`src/rtl/ea_pkg.sv`:
```
package ea_pkg;

    localparam int unsigned ADDR_W  = 32;
    localparam int unsigned SCALE_W = 2;

    // Mode bit 1 selects the scaled index, bit 0 selects the displacement.
    typedef enum logic [1:0] {
        EA_REG_IND  = 2'd0,
        EA_BASE_DSP = 2'd1,
        EA_BASE_IDX = 2'd2,
        EA_FULL     = 2'd3
    } ea_mode_e;

    typedef struct packed {
        logic              valid;
        logic [ADDR_W-1:0] addr;
    } ea_out_s;

endpackage

```
`src/rtl/ea_disp_sext.sv`:
```
module ea_disp_sext #(
    parameter int unsigned OUT_W   = 32,
    parameter int unsigned DISP_W  = 32,
    parameter int unsigned SHORT_W = 8
) (
    input  logic [DISP_W-1:0] disp_i,
    input  logic              wide_i,
    output logic [OUT_W-1:0]  disp_o
);

    localparam int unsigned SHORT_PAD = OUT_W - SHORT_W;

    logic [OUT_W-1:0] short_ext;
    logic [OUT_W-1:0] long_ext;

    // Short form: only the low SHORT_W bits matter.
    assign short_ext = {{SHORT_PAD{disp_i[SHORT_W-1]}}, disp_i[SHORT_W-1:0]};

    generate
        if (DISP_W < OUT_W) begin : g_pad_long
            assign long_ext = {{(OUT_W-DISP_W){disp_i[DISP_W-1]}}, disp_i};
        end else begin : g_full_long
            assign long_ext = disp_i[OUT_W-1:0];
        end
    endgenerate

    assign disp_o = wide_i ? long_ext : short_ext;

endmodule

```
`src/rtl/ea_index_shift.sv`:
```
module ea_index_shift #(
    parameter int unsigned W       = 32,
    parameter int unsigned SCALE_W = 2
) (
    input  logic [W-1:0]       index_i,
    input  logic [SCALE_W-1:0] scale_i,
    output logic [W-1:0]       scaled_o
);

    localparam int unsigned N_SHIFT = 1 << SCALE_W;

    logic [W-1:0] cand [N_SHIFT];

    // One pre-shifted copy per scale code, then a plain mux: no multiplier.
    generate
        for (genvar s = 0; s < N_SHIFT; s++) begin : g_shift
            assign cand[s] = index_i << s;
        end
    endgenerate

    assign scaled_o = cand[scale_i];

endmodule

```
`src/rtl/ea_sum.sv`:
```
module ea_sum
    import ea_pkg::*;
#(
    parameter int unsigned W = 32
) (
    input  ea_mode_e     mode_i,
    input  logic [W-1:0] base_i,
    input  logic [W-1:0] scaled_i,
    input  logic [W-1:0] disp_i,
    output logic [W-1:0] addr_o
);

    logic [W-1:0] idx_term;
    logic [W-1:0] dsp_term;

    always_comb begin
        idx_term = mode_i[1] ? scaled_i : '0;
        dsp_term = mode_i[0] ? disp_i   : '0;
        // Modulo 2^W: carries out of the top bit are dropped.
        addr_o   = base_i + idx_term + dsp_term;
    end

endmodule

```
`src/rtl/ea_gen.sv`:
```
module ea_gen
    import ea_pkg::*;
(
    input  logic                clk,
    input  logic                rst_n,
    input  logic                in_valid,
    input  logic [1:0]          in_mode,
    input  logic [ADDR_W-1:0]   in_base,
    input  logic [ADDR_W-1:0]   in_index,
    input  logic [SCALE_W-1:0]  in_scale,
    input  logic [ADDR_W-1:0]   in_disp,
    input  logic                in_disp_wide,
    output logic                out_valid,
    output logic [ADDR_W-1:0]   out_addr
);

    localparam int unsigned SHORT_DISP_W = 8;

    ea_mode_e          mode;
    logic [ADDR_W-1:0] disp_ext;
    logic [ADDR_W-1:0] idx_scaled;
    logic [ADDR_W-1:0] sum;
    ea_out_s           st_d;
    ea_out_s           st_q;

    assign mode = ea_mode_e'(in_mode);

    ea_disp_sext #(
        .OUT_W   (ADDR_W),
        .DISP_W  (ADDR_W),
        .SHORT_W (SHORT_DISP_W)
    ) u_sext (
        .disp_i (in_disp),
        .wide_i (in_disp_wide),
        .disp_o (disp_ext)
    );

    ea_index_shift #(
        .W       (ADDR_W),
        .SCALE_W (SCALE_W)
    ) u_shift (
        .index_i  (in_index),
        .scale_i  (in_scale),
        .scaled_o (idx_scaled)
    );

    ea_sum #(
        .W (ADDR_W)
    ) u_sum (
        .mode_i   (mode),
        .base_i   (in_base),
        .scaled_i (idx_scaled),
        .disp_i   (disp_ext),
        .addr_o   (sum)
    );

    always_comb begin
        st_d       = st_q;
        st_d.valid = in_valid;
        if (in_valid) begin
            st_d.addr = sum;
        end
    end

    always_ff @(posedge clk or negedge rst_n) begin
        if (!rst_n) begin
            st_q <= '0;
        end else begin
            st_q <= st_d;
        end
    end

    assign out_valid = st_q.valid;
    assign out_addr  = st_q.addr;

    // valid is delayed by exactly one cycle.
    p_valid_delay_r9: assert property (@(posedge clk) disable iff (!rst_n)
        1'b1 |=> (out_valid == $past(in_valid)));

    // idle cycles leave the address untouched.
    p_idle_hold_r10: assert property (@(posedge clk) disable iff (!rst_n)
        !in_valid |=> $stable(out_addr));

    // register-indirect passes the base through.
    p_reg_ind_r2: assert property (@(posedge clk) disable iff (!rst_n)
        (in_valid && in_mode == 2'd0) |=> (out_addr == $past(in_base)));

    // base plus a full-width displacement.
    p_base_disp_r3: assert property (@(posedge clk) disable iff (!rst_n)
        (in_valid && in_mode == 2'd1 && in_disp_wide)
        |=> (out_addr == $past(in_base) + $past(in_disp)));

    // base plus index times the scale factor.
    p_base_idx_r4: assert property (@(posedge clk) disable iff (!rst_n)
        (in_valid && in_mode == 2'd2)
        |=> (out_addr == $past(in_base) + ($past(in_index) << $past(in_scale))));

endmodule

```
`config.mk`:
```
export PLATFORM = sky130hd
export DESIGN_NAME = ea_gen
export DESIGN_NICKNAME = d
export VERILOG_FILES = /design/src/rtl/ea_pkg.sv /design/src/rtl/ea_disp_sext.sv /design/src/rtl/ea_index_shift.sv /design/src/rtl/ea_sum.sv /design/src/rtl/ea_gen.sv
export SDC_FILE = /design/constraint.sdc
export NUM_CORES = 1
export LEC_CHECK = 0
export BUFFER_PORTS_ARGS = -buffer_cell sky130_fd_sc_hd__buf_2
export CAP_MARGIN = 10
export CORE_ASPECT_RATIO = 0.75
export CORE_MARGIN = 2
export CORE_UTILIZATION = 58
export CTS_CLUSTER_SIZE = 8
export DETAILED_ROUTE_END_ITERATION = 7
export PLACE_DENSITY = 0.95
export SYNTH_ARGS = -nofsm -noshare
export SYNTH_HDL_FRONTEND = slang
export SYNTH_SLANG_ARGS = --single-unit
```
`constraint.sdc`:
```
create_clock -name clk -period 2.4 [get_ports clk]
set_input_delay 0.12 -clock clk [delete_from_list [all_inputs] [get_ports clk]]
set_output_delay 0.12 -clock clk [all_outputs]
set_load 0.05 [all_outputs]
```
==> flow_summary.ini, run 1 <==
[run_status]
error = [ERROR GRT-0116] Global routing finished with congestion. Check the congestion regions in the DRC Viewer.
status = did not finish
lastStage = global routing

[clocking]
numCtsBuffers = 5
root_buffer = clkbuf_8
h-tree-depth = 2
clk_path_buf_depth = 2
cts_sinks = 33

[floorplanning]
die_y_um = 83.1
row_count = 28
die_w_um = 110
io_pins = 137
start_util_pct = 60.6

[synthesis]
synth_edf_count = 0
synth_top_cell_by_area = dfrtp_1
synth_fa_ha_area_share_pct = 21.0
synth_most_common_cell = nand2_1
ys_top_cells_by_area = dfrtp_1 17%, fa_1 13%, mux4_2 13%
yosysWarnings = 0
ys.flop_type = dfrtp_1
yosys.area_share.simple_pct = 16.0
synth_cells = 508
synth.distinct_cells = 53
synth_fp_nets = 674
synth_top_family_by_area = adder cells
muxShareOfSynthArea_pct = 19.2
synthArstFlopShare_pct = 100
yosysSeqAreaShare_pct = 17.1
synthTopCellsByCount = 66 x nand2_1, 33 x a21oi_1, 33 x dfrtp_1
synth_compound_area_share_pct = 17.6
netlist.area_leader.share_pct = 17.1
ys_ff_latch = 33
avgSynthCellArea_sq_um = 9.53
syn_area_sq_um = 4840
synth_xor_area_share_pct = 5.25

[placed_design]
place_congestion = 1.11
port_buffers = 136
place_ws_ns = -1.43
dp_hpwl_um = 15100

[global_routing]
grt_max_degree = 34
first_global_vias = 7359
grt_usage_pct = 64.6
gr-total-overflow = 1
grt_pass1_wl_um = 42900
repair_timing:
| action | CTS |
|---|---|
| gates cloned | 2 |
| pin swaps | 50 |
| setup endpoints to repair | 27 |
| endpoints found under the hold margin | 33 |
| buffers inserted | 13 |
| gates resized for setup | 92 |
| hold buffers | 1 |
metal layers:
metal  GRT overflow  GRT usage [%]
met5              0           8.33
met4              0           58.2
met3              0           47.3
met2              1           80.9
met1              0           68.7
through the flow:
stage | setup TNS (ns) | std cells | util, % | instance area, sq um
after floorplan | -19.35 | 508 | - | 5010
after global placement | -25.25 | 837 | 82.0 | 6550
after detailed placement | -29.83 | 837 | 82.0 | 6550
after CTS | -16.15 | 859 | 90.9 | 7260
cells by family after synthesis:
| kind of cell | after synthesis |
|---|---|
| adders and majority gates | 62 |
| xor gates and xnor gates | 29 |
| muxes | 56 |
| and+or+nand+nor | 159 |
| AOI/OAI and AO/OA | 121 |
| buffers and inverters | 48 |
| DFF | 33 |
==> run 2, diff against run 1 <==
- CORE_ASPECT_RATIO: 0.75 -> default
- CORE_UTILIZATION: 58 -> 40
- CTS_CLUSTER_SIZE: 8 -> default
- PLACE_DENSITY: 0.95 -> default
- PLACE_DENSITY_LB_ADDON: default -> 0.15
==> run 2 against run 1 <==
Synthesized cell count did not move. The flow now finishes, with violations (negative setup slack). Area after synthesis did not move.
==> flow_summary.ini, run 2 <==
[run_status]
status = finished, violations left
violations = negative setup slack

[global_routing]
gr-total-overflow = 0
use_met3_pct = 3.83
grt_pass1_wl_um = 25300
grt_usage_pct = 24.9
antenna_found_initial = 0
met1_usage_pct = 35.9
grtUsageMet2_pct = 39.8
grt_max_degree = 34
top_usage_layer = met2
first_global_vias = 4826

[critical_path]
critPathKind = in2reg
rr_endpoint = out_addr[23]
cp_cell_sequence = buf_12, buf_12, mux4_2, and2_4, fa_2, ha_4, a21oi_1, o21ai_1, o31a_1, a221oi_2, o21ai_2, xnor2_1, mux2_4
reg2reg_from = out_addr[23]
crit_slowest_cell = fa_2
reg2reg_depth = 2
end_kind = flop
reg2reg_slack_ns = 1.40
arrival_ns = 3.45
slowest_delay_ns = 0.55
cp_common_cell = buf_12
crit_fanout = 6
cp_data_required_time_ns = 2.57
startpoint_type = input port

[floorplanning]
io_pins = 137
core_sq_um = 11900
die_w_um = 114
die_area_sq_um = 13000
die_y_um = 114
start_util_pct = 40.7
row_count = 40

[power]
powerDensity_nw_per_um2 = 749
p_total_uw = 5580
ir_worst_vdd_mv = 0.329
leakage_uw = 0.00347

[clocking]
numCtsBuffers = 5
root_buffer = clkbuf_16
cts_tree = done
cts_sinks = 33
worstSkewPairLatency_ns = 0.28
h-tree-depth = 2
clkTransAtPathRegs_ns = 0.06
clk_path_buf_depth = 2

[finish]
diodes = 0
largest_register_ffs = 32
ff_latch_area_sq_um = 826
final_cell_mix = 134 x buf_2, 106 x buf_4, 60 x nand2_1
num-nets-final = 910
nFillCells = 1010
multiInputGateArea_sq_um = 4480
area_growth_pct = 53.7
drive_gt1_share_pct = 55.0
fin_util_pct = 62.5
layout_commonest_cell = buf_2

[sta]
finalCriticalPeriod_ns = 3.28
rsz0062_at_grt = true
max_freq_mhz = 305
final.period_utilization_pct = 137
setup_viol = 26
setup_ws_ns = -0.879
whs_ns = 0.189
tightest_slew_ns = 0.859
slew_violations = 0
hold_violations = 0
skew_ns = 0
relSlewSlack_pct = 42.7

[synthesis]
synthTopCellsByCount = 66 x nand2_1, 33 x a21oi_1, 33 x dfrtp_1
ys.flop_type = dfrtp_1
synth_fp_nets = 674
synth_edf_count = 0
synth.distinct_cells = 53
ys_top_cells_by_area = dfrtp_1 17%, fa_1 13%, mux4_2 13%
syn_area_sq_um = 4840
synthArstFlopShare_pct = 100
yosysWarnings = 0
synth_most_common_cell = nand2_1
ys_ff_latch = 33
avgSynthCellArea_sq_um = 9.53
synth_cells = 508
synth_top_cell_by_area = dfrtp_1
yosysSeqAreaShare_pct = 17.1
netlist.area_leader.share_pct = 17.1

[run]
drv_cap = 0

[routing]
drt-initial-drc-count = 144
viasPerCell = 5.37
ant_nets = 0
wl_per_cell_um = 18.0
dr.pass1.iters = 5
dr_total_vias = 4787
drc = 0
drt-total-wl_um = 16100

[placed_design]
place_congestion = 0.987
port_buffers = 136
dp_hpwl_um = 12900
place_ws_ns = -1.40

[worst_hold_path]
hp-start = in_valid
min_path_cells = 1
min_path_type = in2reg
holdPathEnd = out_valid
==> run 2: cell counts after synthesis <==
No cell type changed its count.
==> run 2: layout make-up <==
class | instances | share of cell area [%]
clock buffers | 7 | 1.92
inverters | 19 | 0.958
multi-input cells | 427 | 60.1
flip-flops and latches | 33 | 11.1
well taps | 147 | 2.47
repair buffers | 258 | 23.4
==> run 2: critical path, delay by kind of cell <==
kind / cells / cell delay, ns
fa+ha+maj: 2 / 0.78
xor+xnor: 1 / 0.15
mux: 2 / 0.76
compound gates: 5 / 1.23
buf+inv: 2 / 0.22
simple gates: 1 / 0.18
==> run 2: what timing repair did <==
| item | in CTS | in global routing |
|---|---|---|
| buffers inserted | 11 | 8 |
| gates resized for setup | 57 | 69 |
| hold buffers | 1 | 0 |
| endpoints found under the hold margin | 33 | 0 |
| endpoints found under the setup margin | 27 | 27 |
| cloned | 2 | 0 |
| pin swaps | 31 | 28 |
==> run 2: where the power goes <==
group,leakage [uW],internal [uW],switching (uW)
Combinational,0.00301,1720,2270
Sequential,0.000386,803,134
Clock,0.0000700,408,240
==> run 2: cells by family after synthesis <==
| group | Yosys count | share of synthesized area, % |
|---|---|---|
| simple gates | 159 | 16.0 |
| compound gates | 121 | 17.6 |
| fa+ha+maj | 62 | 21.0 |
| mux | 56 | 19.2 |
| buf+inv | 48 | 3.90 |
| flops | 33 | 17.1 |
| xor+xnor | 29 | 5.25 |
==> run 2: worst max path at each step <==
stage                           start            to  slack [ns]  depth (start not counted)
final                     in_scale[0]  out_addr[26]       -0.88                         13
after CTS                 in_scale[0]  out_addr[23]       -0.83                         14
after detailed placement  in_scale[1]  out_addr[17]       -1.40                         15
after global placement    in_scale[1]  out_addr[17]       -1.37                         15
after floorplan           in_scale[0]  out_addr[28]       -1.03                         15
after global routing      in_scale[0]  out_addr[26]       -0.96                         13
==> run 2: routing by layer <==
metal	share of wire, %	up-vias
li1	-	2314
met1	45	2311
met2	48	151
met3	5.6	11
met4	1.5	0
met5	0	-
==> run 2: per-stage QoR <==
step / cell area, sq um / std cells / TNS, ns
global placement: 6510 / 865 / -27.46
finish: 7440 / 891 / -15.82
detailed placement: 6510 / 865 / -28.61
CTS: 7060 / 885 / -16.08
global route: 7440 / 891 / -18.62
floorplan: 5010 / 508 / -19.35
Note: power is estimated with default switching activity, not from simulation.
